File: src/rtl/rxq_pkg.sv
// Package: shared helpers for the receive byte queue.
// Assumes the control register layout used by rx_fifo_ctl (bits 7:6 = level).
package rxq_pkg;

    // Map the 2-bit trigger selector to a byte count.
    function automatic logic [4:0] trig_bytes(input logic [1:0] sel);
        logic [4:0] n;
        case (sel)
            2'b00:   n = 5'd1;
            2'b01:   n = 5'd4;
            2'b10:   n = 5'd8;
            default: n = 5'd14;
        endcase
        return n;
    endfunction

    // Bits of the control register that are retained after a write.
    localparam logic [7:0] CTL_KEEP_MASK = 8'hC9;

endpackage

File: src/rtl/rxq_ctl_decode.sv
// Module: decodes a control-register write into load and flush actions.
// Assumes ctl_q is the currently retained value; purely combinational.
module rxq_ctl_decode (
    input  logic       ctl_wr,
    input  logic [7:0] ctl_wdata,
    input  logic [7:0] ctl_q,
    output logic       ctl_ld,
    output logic [7:0] ctl_d,
    output logic       rx_clr,
    output logic       tx_clr
);
    import rxq_pkg::*;

    logic toggled;

    // Decide whether the write acts and which flushes it causes.
    always_comb begin
        ctl_ld  = ctl_wr && (ctl_wdata != ctl_q);
        toggled = ctl_wdata[0] ^ ctl_q[0];
        ctl_d   = ctl_wdata & CTL_KEEP_MASK;
        rx_clr  = ctl_ld && (ctl_wdata[1] || toggled);
        tx_clr  = ctl_ld && (ctl_wdata[2] || toggled);
    end
endmodule

File: src/rtl/rxq_store.sv
// Module: circular byte store with head/tail pointers and a fill count.
// Assumes push/pop are already gated by mode; clr overrides both.
module rxq_store #(
    parameter int DEPTH = 16,
    parameter int DW    = 8,
    localparam int PW   = $clog2(DEPTH),
    localparam int CW   = $clog2(DEPTH + 1)
) (
    input  logic          clk,
    input  logic          rst_n,
    input  logic          clr,
    input  logic          push,
    input  logic          pop,
    input  logic [DW-1:0] din,
    output logic [DW-1:0] dout,
    output logic [CW-1:0] fill,
    output logic          empty,
    output logic          pushed,
    output logic          popped,
    output logic          dropped
);
    logic [DW-1:0] mem [DEPTH];
    logic [PW-1:0] wr_ptr, rd_ptr;
    logic          full;

    // Flags and accepted-operation decode.
    always_comb begin
        empty   = (fill == '0);
        full    = (fill == CW'(DEPTH));
        popped  = pop && !empty && !clr;
        pushed  = push && (!full || popped) && !clr;
        dropped = push && !pushed && !clr;
        dout    = empty ? '0 : mem[rd_ptr];
    end

    // Write the accepted byte into storage.
    always_ff @(posedge clk) begin
        if (pushed) mem[wr_ptr] <= din;
    end

    // Pointer and count bookkeeping with wrap at DEPTH.
    always_ff @(posedge clk) begin
        if (!rst_n || clr) begin
            wr_ptr <= '0;
            rd_ptr <= '0;
            fill   <= '0;
        end else begin
            if (pushed) wr_ptr <= (wr_ptr == PW'(DEPTH - 1)) ? '0 : wr_ptr + PW'(1);
            if (popped) rd_ptr <= (rd_ptr == PW'(DEPTH - 1)) ? '0 : rd_ptr + PW'(1);
            if (pushed && !popped)      fill <= fill + CW'(1);
            else if (popped && !pushed) fill <= fill - CW'(1);
        end
    end
endmodule

File: src/rtl/rxq_timeout.sv
// Module: idle watchdog counting character ticks since the last restart.
// Assumes restart has priority over a tick in the same cycle.
module rxq_timeout #(
    parameter int TMO_CHARS = 4,
    localparam int TW       = $clog2(TMO_CHARS + 1)
) (
    input  logic clk,
    input  logic rst_n,
    input  logic cancel,
    input  logic restart,
    input  logic tick,
    input  logic holding,
    input  logic ack,
    output logic pend
);
    logic          armed;
    logic [TW-1:0] ticks;

    // Arm, count and expire; pending only if data is still held.
    always_ff @(posedge clk) begin
        if (!rst_n || cancel) begin
            armed <= 1'b0;
            ticks <= '0;
            pend  <= 1'b0;
        end else begin
            if (ack) pend <= 1'b0;
            if (restart) begin
                armed <= 1'b1;
                ticks <= '0;
            end else if (tick && armed) begin
                if (ticks == TW'(TMO_CHARS - 1)) begin
                    armed <= 1'b0;
                    ticks <= '0;
                    if (holding && !ack) pend <= 1'b1;
                end else begin
                    ticks <= ticks + TW'(1);
                end
            end
        end
    end
endmodule

File: src/rtl/rx_fifo_ctl.sv
// Module: receive byte queue with trigger level, character timeout,
// break flag and a single-register fallback when queued mode is off.
// Assumes one strobe per received byte and one host read per rd_en cycle;
// a control write that flushes wins over a push or read in the same cycle.
module rx_fifo_ctl #(
    parameter int DEPTH     = 16,
    parameter int DW        = 8,
    parameter int TMO_CHARS = 4,
    localparam int CW       = $clog2(DEPTH + 1)
) (
    input  logic          clk,
    input  logic          rst_n,
    input  logic          rx_valid,
    input  logic [DW-1:0] rx_data,
    input  logic          brk_in,
    input  logic          rd_en,
    input  logic          ctl_wr,
    input  logic [7:0]    ctl_wdata,
    input  logic          char_tick,
    output logic [DW-1:0] rd_data,
    output logic [CW-1:0] count,
    output logic          trig_hit,
    output logic          data_ready,
    output logic          brk_flag,
    output logic          tmo_pend,
    output logic          overrun,
    output logic          tx_flush,
    output logic [7:0]    ctl_q
);
    import rxq_pkg::*;

    logic          ctl_ld, rx_clr, tx_clr;
    logic [7:0]    ctl_d;
    logic          queued, push_any;
    logic [DW-1:0] din;
    logic [DW-1:0] q_dout, hold_q;
    logic [CW-1:0] q_fill;
    logic          q_empty, q_pushed, q_popped, q_dropped;
    logic          hold_rdy;
    logic [CW-1:0] level;

    rxq_ctl_decode u_dec (
        .ctl_wr    (ctl_wr),
        .ctl_wdata (ctl_wdata),
        .ctl_q     (ctl_q),
        .ctl_ld    (ctl_ld),
        .ctl_d     (ctl_d),
        .rx_clr    (rx_clr),
        .tx_clr    (tx_clr)
    );

    // Mode and input merging: a break enters as a zero byte.
    always_comb begin
        queued   = ctl_q[0];
        push_any = rx_valid || brk_in;
        din      = brk_in ? '0 : rx_data;
        level    = CW'(trig_bytes(ctl_q[7:6]));
    end

    rxq_store #(.DEPTH(DEPTH), .DW(DW)) u_store (
        .clk     (clk),
        .rst_n   (rst_n),
        .clr     (rx_clr),
        .push    (queued && push_any),
        .pop     (queued && rd_en),
        .din     (din),
        .dout    (q_dout),
        .fill    (q_fill),
        .empty   (q_empty),
        .pushed  (q_pushed),
        .popped  (q_popped),
        .dropped (q_dropped)
    );

    rxq_timeout #(.TMO_CHARS(TMO_CHARS)) u_tmo (
        .clk     (clk),
        .rst_n   (rst_n),
        .cancel  (rx_clr),
        .restart (q_pushed || (q_popped && (q_fill > CW'(1)))),
        .tick    (char_tick),
        .holding (!q_empty),
        .ack     (queued && rd_en),
        .pend    (tmo_pend)
    );

    // Control register and transmit-flush pulse.
    always_ff @(posedge clk) begin
        if (!rst_n) begin
            ctl_q    <= '0;
            tx_flush <= 1'b0;
        end else begin
            tx_flush <= tx_clr;
            if (ctl_ld) ctl_q <= ctl_d;
        end
    end

    // Holding register used while queued mode is off.
    always_ff @(posedge clk) begin
        if (!rst_n || rx_clr) begin
            hold_q   <= '0;
            hold_rdy <= 1'b0;
        end else if (!queued) begin
            if (push_any) begin
                hold_q   <= din;
                hold_rdy <= 1'b1;
            end else if (rd_en) begin
                hold_rdy <= 1'b0;
            end
        end
    end

    // Break flag: set on break, cleared by the read that empties the data.
    always_ff @(posedge clk) begin
        if (!rst_n || rx_clr) begin
            brk_flag <= 1'b0;
        end else if (brk_in) begin
            brk_flag <= 1'b1;
        end else if (rd_en && (!queued || (q_fill <= CW'(1)))) begin
            brk_flag <= 1'b0;
        end
    end

    // Overrun pulse for a dropped byte or an overwritten holding byte.
    always_ff @(posedge clk) begin
        if (!rst_n || rx_clr) overrun <= 1'b0;
        else overrun <= queued ? q_dropped : (push_any && hold_rdy && !rd_en);
    end

    // Host-facing view selected by mode.
    always_comb begin
        rd_data    = queued ? q_dout : hold_q;
        count      = queued ? q_fill : CW'(hold_rdy);
        data_ready = queued ? !q_empty : hold_rdy;
        trig_hit   = queued ? (q_fill >= level) : hold_rdy;
    end
endmodule

File: config.mk
export PLATFORM = sky130hd
export DESIGN_NAME = rx_fifo_ctl
export DESIGN_NICKNAME = d
export VERILOG_FILES = /design/src/rtl/rxq_pkg.sv /design/src/rtl/rxq_ctl_decode.sv /design/src/rtl/rxq_store.sv /design/src/rtl/rxq_timeout.sv /design/src/rtl/rx_fifo_ctl.sv
export SDC_FILE = /design/constraint.sdc
export NUM_CORES = 1
export LEC_CHECK = 0
export ABC_AREA = 1
export ABC_CLOCK_PERIOD_IN_PS = 3100
export BUFFER_PORTS_ARGS = -buffer_cell sky130_fd_sc_hd__buf_2
export CORE_UTILIZATION = 35
export CTS_BUF_LIST = sky130_fd_sc_hd__clkbuf_4 sky130_fd_sc_hd__clkbuf_8 sky130_fd_sc_hd__clkbuf_16
export CTS_CLUSTER_DIAMETER = 100
export DETAILED_ROUTE_END_ITERATION = 7
export GPL_TIMING_DRIVEN = 0
export PLACE_DENSITY_LB_ADDON = 0.25
export SYNTH_ARGS = -nofsm -noshare
export SYNTH_HDL_FRONTEND = slang
export SYNTH_SLANG_ARGS = --single-unit
File: constraint.sdc
create_clock -name clk -period 3.1 [get_ports clk]
set_clock_uncertainty 0.2 [all_clocks]
set_input_delay 0.465 -clock clk [delete_from_list [all_inputs] [get_ports clk]]
set_output_delay 0.465 -clock clk [all_outputs]
set_load 0.005 [all_outputs]
==> impl_summary.txt <==
----------------------------------------------------
[Timing]
  RSZ-0062 raised after global routing ... false
  Final-report setup violation count ... 0
  Final-layout setup total negative slack ... 0 ns
  Slew at the pin with the worst max-slew slack ... around 1.4 ns
  Final Hold Vio Count ... 0
  Fin crit share ... 97.6%
  Worst slew margin relative to its limit ... 4.29%
  Max-slew violations ... 0
  Worst slack on hold paths ... 0.0940 ns
  Minimum clock period after layout ... between 3 and 4 ns
  Maximum clock rate ... 0.331 GHz

[Synthesis]
  Cell area after synthesis ... ~7500 µm²
  Top_reg_cell synth ... edfxtp_1
  Synthesis warning total ... 0
  Mean Syn Cell Area ... slightly below 10 µm²
  #FFs+latches synth ... 166
  Number of enable-type register cells in the synthesized netlist ... 128
  Post-synthesis instance total ... 762
  Sequential cell area fraction in the yosys report ... 61.3%
  Post-synth cell types ... 38
  FFs w/ async S/R, synth ... 0%

[Clocking]
  Number of sinks handled by clock tree synthesis ... 166
  Num CTS Buffers ... 17
  Number of hold buffers added after cts ... 0
  CTS tree ... yes
  Clock slew seen by the registers of the worst setup and hold paths ... 0.06 ns
  Clock root buffer ... clkbuf_16
  Later-pin clock latency in the skew report ... around 0.43 ns
  Number of buffers on the longest clock path ... 2
  Level count of the clock H-tree ... 4

[Cells and area]
  Commonest non-fill, non-tap cell in the layout ... nand2_1
  Fraction of layout cells with a size suffix above 1 ... 17.8%
  Area of combinational cells with multiple inputs ... 2490 µm²
  Syn-to-layout area delta ... 16.7%
  # diodes ... 0
  Top library cells by usage in the layout, fill and taps aside ... nand2_1 (148), edfxtp_1 (128), nor2_1 (95)
  Storage cell area ... ~4600 µm²
  Number of filler cells placed in the layout ... 2,060
  Number of nets in the layout ... 866

[Critical path]
  Data arrival at the endpoint of the critical path ... between 2 and 2.5 ns
  Max Fanout on Critical Path ... 10
  CP required ... 2.43 ns
  Cell-by-cell listing of the critical path ... buf_2 > buf_2 > clkbuf_4 > o211ai_1 > nand3_1 > nand3_1 > nand2_1 > nand2_1 > nand2_1 > buf_2
  Crit path capture type ... output pin
  Cell family contributing the most delay on the critical path ... buffers and inverters
  Critical Path Max Stage Delay ... about 0.31 ns
  Total buffers and inverters traversed by the critical path ... 4
  Crit-path slowest cell ... o211ai_1
  Kind of critical path ... flop to output pin
  Reg2reg start ... u_store.fill[0]
  Setup crit start kind ... flop

[Global routing]
  Grt ovf ... 0
  Largest net degree at the start of global routing ... 18
  Global-route wire length before repair ... 29,500 µm
  Vias in the first global route ... 5,141
  Overall routing resource usage ... 18.0%
  Antenna violations before repair ... 0

[Placed design]
  Placer Congestion ... roughly 0.94
  Number of port buffers ... 43
  Detailed placement HPWL ... 13,100 µm

[Outcome]
  Result of the run ... completed

[Floorplan]
  Number of primary I/O pins ... 50
  Die area ... 22,100 µm²
  Area of the placeable core ... 21,000 µm²
  Initial Util ... 35.7%
  Vertical die dimension ... about 150 µm
  Horizontal extent of the die ... roughly 150 µm
  Number of placement rows ... 53

[Route]
  Vias ... 5,412
  Average wire length per cell after detail routing ... 17.0 µm
  Total DRC errors in the routed layout ... 0
  Violation count after the first detailed-route iteration ... approximately 400
  Vias per inst ... 4.85
  Wire length reported by the detailed router ... 19,000 µm
  Antenna Nets Post-Route ... 0
  Number of detailed-routing iterations run before antenna repair ... 5

[Flow run]
  Number of violations of the max-capacitance limit ... 0

[Pwr]
  Leakage ... 0.00345 µW
  Pwr per Cell Area ... between 500 and 600 nW/µm²
  Worst VDD drop ... 0.000344 V

[Min path]
  Min-Delay Startpoint ... ctl_wdata[2]
  Path class of the lowest-slack min-delay path ... input port to flop

----------------------------------------------------
## final cells by class
| class | count | area share [%] |
|---|---|---|
| buffer | 38 | 2.56 |
| clock buffer | 17 | 4.85 |
| clock inverter | 15 | 1.71 |
| inverter | 80 | 3.44 |
| multi-input combinational | 481 | 28.4 |
| sequential | 166 | 52.5 |
| tap | 275 | 3.93 |
| timing repair buffer | 44 | 2.58 |
## through the flow
| step | cells | cell area (µm²) | util [%] | setup WS [ns] | power [µW] |
|---|---|---|---|---|---|
| 2_1_floorplan | 765 | 7520 | - | 0.612 | 2670 |
| 3_3_place_gp | 1083 | 8080 | 38.5 | -0.189 | 2770 |
| 3_5_place_dp | 1084 | 8120 | 38.6 | -0.158 | 2780 |
| 4_1_cts | 1116 | 8740 | 41.6 | 0.00867 | 4860 |
| 5_1_grt | 1116 | 8760 | 41.7 | 0.00183 | 4980 |
| 6_report | 1116 | 8760 | 41.7 | 0.0749 | 4840 |
## where the power goes
group / internal [µW] / switching, µW
clock: 1190 / 918
sequential: 2410 / 18.6
combinational: 101 / 196
## cells by family (layout without fill, tap and decap cells)
family                     Yosys count  after routing  synth area share [%]
other                                1              4                0.0499
and+or+nand+nor                    358            358                  21.0
muxes                                1              1                 0.150
DFF                                166            166                  61.3
xor gates and xnor gates             4              4                 0.466
buffers and inverters              118            194                  6.88
adders and majority gates           15             15                  2.50
AOI/OAI and AO/OA                   99             99                  7.69
## synth_stat cells, types with 4 or more instances
master    instances  area, µm²
nand2_4           5       56.3
edfxtp_1        128       3840
buf_4             7       52.6
nand3_1          69        345
o211ai_1         25        188
a21oi_1          25        125
nand2_1         148        556
nand2_2           5       31.3
nor2_1           99        372
ha_1             15        188
dfxtp_1          38        761
buf_2            18       90.1
clkbuf_1          8       30.0
inv_1            75        282
nor3_1           19       95.1
o21ai_0          42        210
inv_2             4       15.0
## what timing repair did
item,CTS,global route
setup endpoints to repair,78,23
gates cloned,0,0
setup buffers,0,0
gates resized for setup,10,11
## registers in the layout (all words and copies together), names as in the netlist, named ones only
register and count:
u_tmo.armed 1, tx_flush 1, hold_rdy 1, u_store.fill 5, overrun 1, brk_flag 1, u_tmo.pend 1, ctl_q 4
u_store.mem 128, u_store.rd_ptr 4, u_store.wr_ptr 4, hold_q 8, u_tmo.ticks 3
## tightest hold or removal path: cells and delay by family
family	cells	cell delay, ns
buf+inv	2	0.14
compound gates	1	0.09
## layer usage
metal	global-route usage (%)	share of wire, %	up-vias	routed length [µm]
met3	2.85	5.6	23	1060
li1	-	-	2689	-
met4	6.29	1.9	0	352
met1	25.5	47	2552	8890
met5	0	0	-	0
met2	28.0	46	148	8680
## path summary, 6_finish.rpt
| path | end | slack [ns] | cells past startpoint |
|---|---|---|---|
| setup / recovery | rd_data[3] | 0.07 | 10 |
| hold / removal | tx_flush | 0.09 | 3 |
| setup reg to reg | u_store.mem[14][6] | 0.30 | 10 |
| hold reg to reg | u_tmo.ticks[2] | 0.26 | 2 |
(Power assumes the default switching activity.)
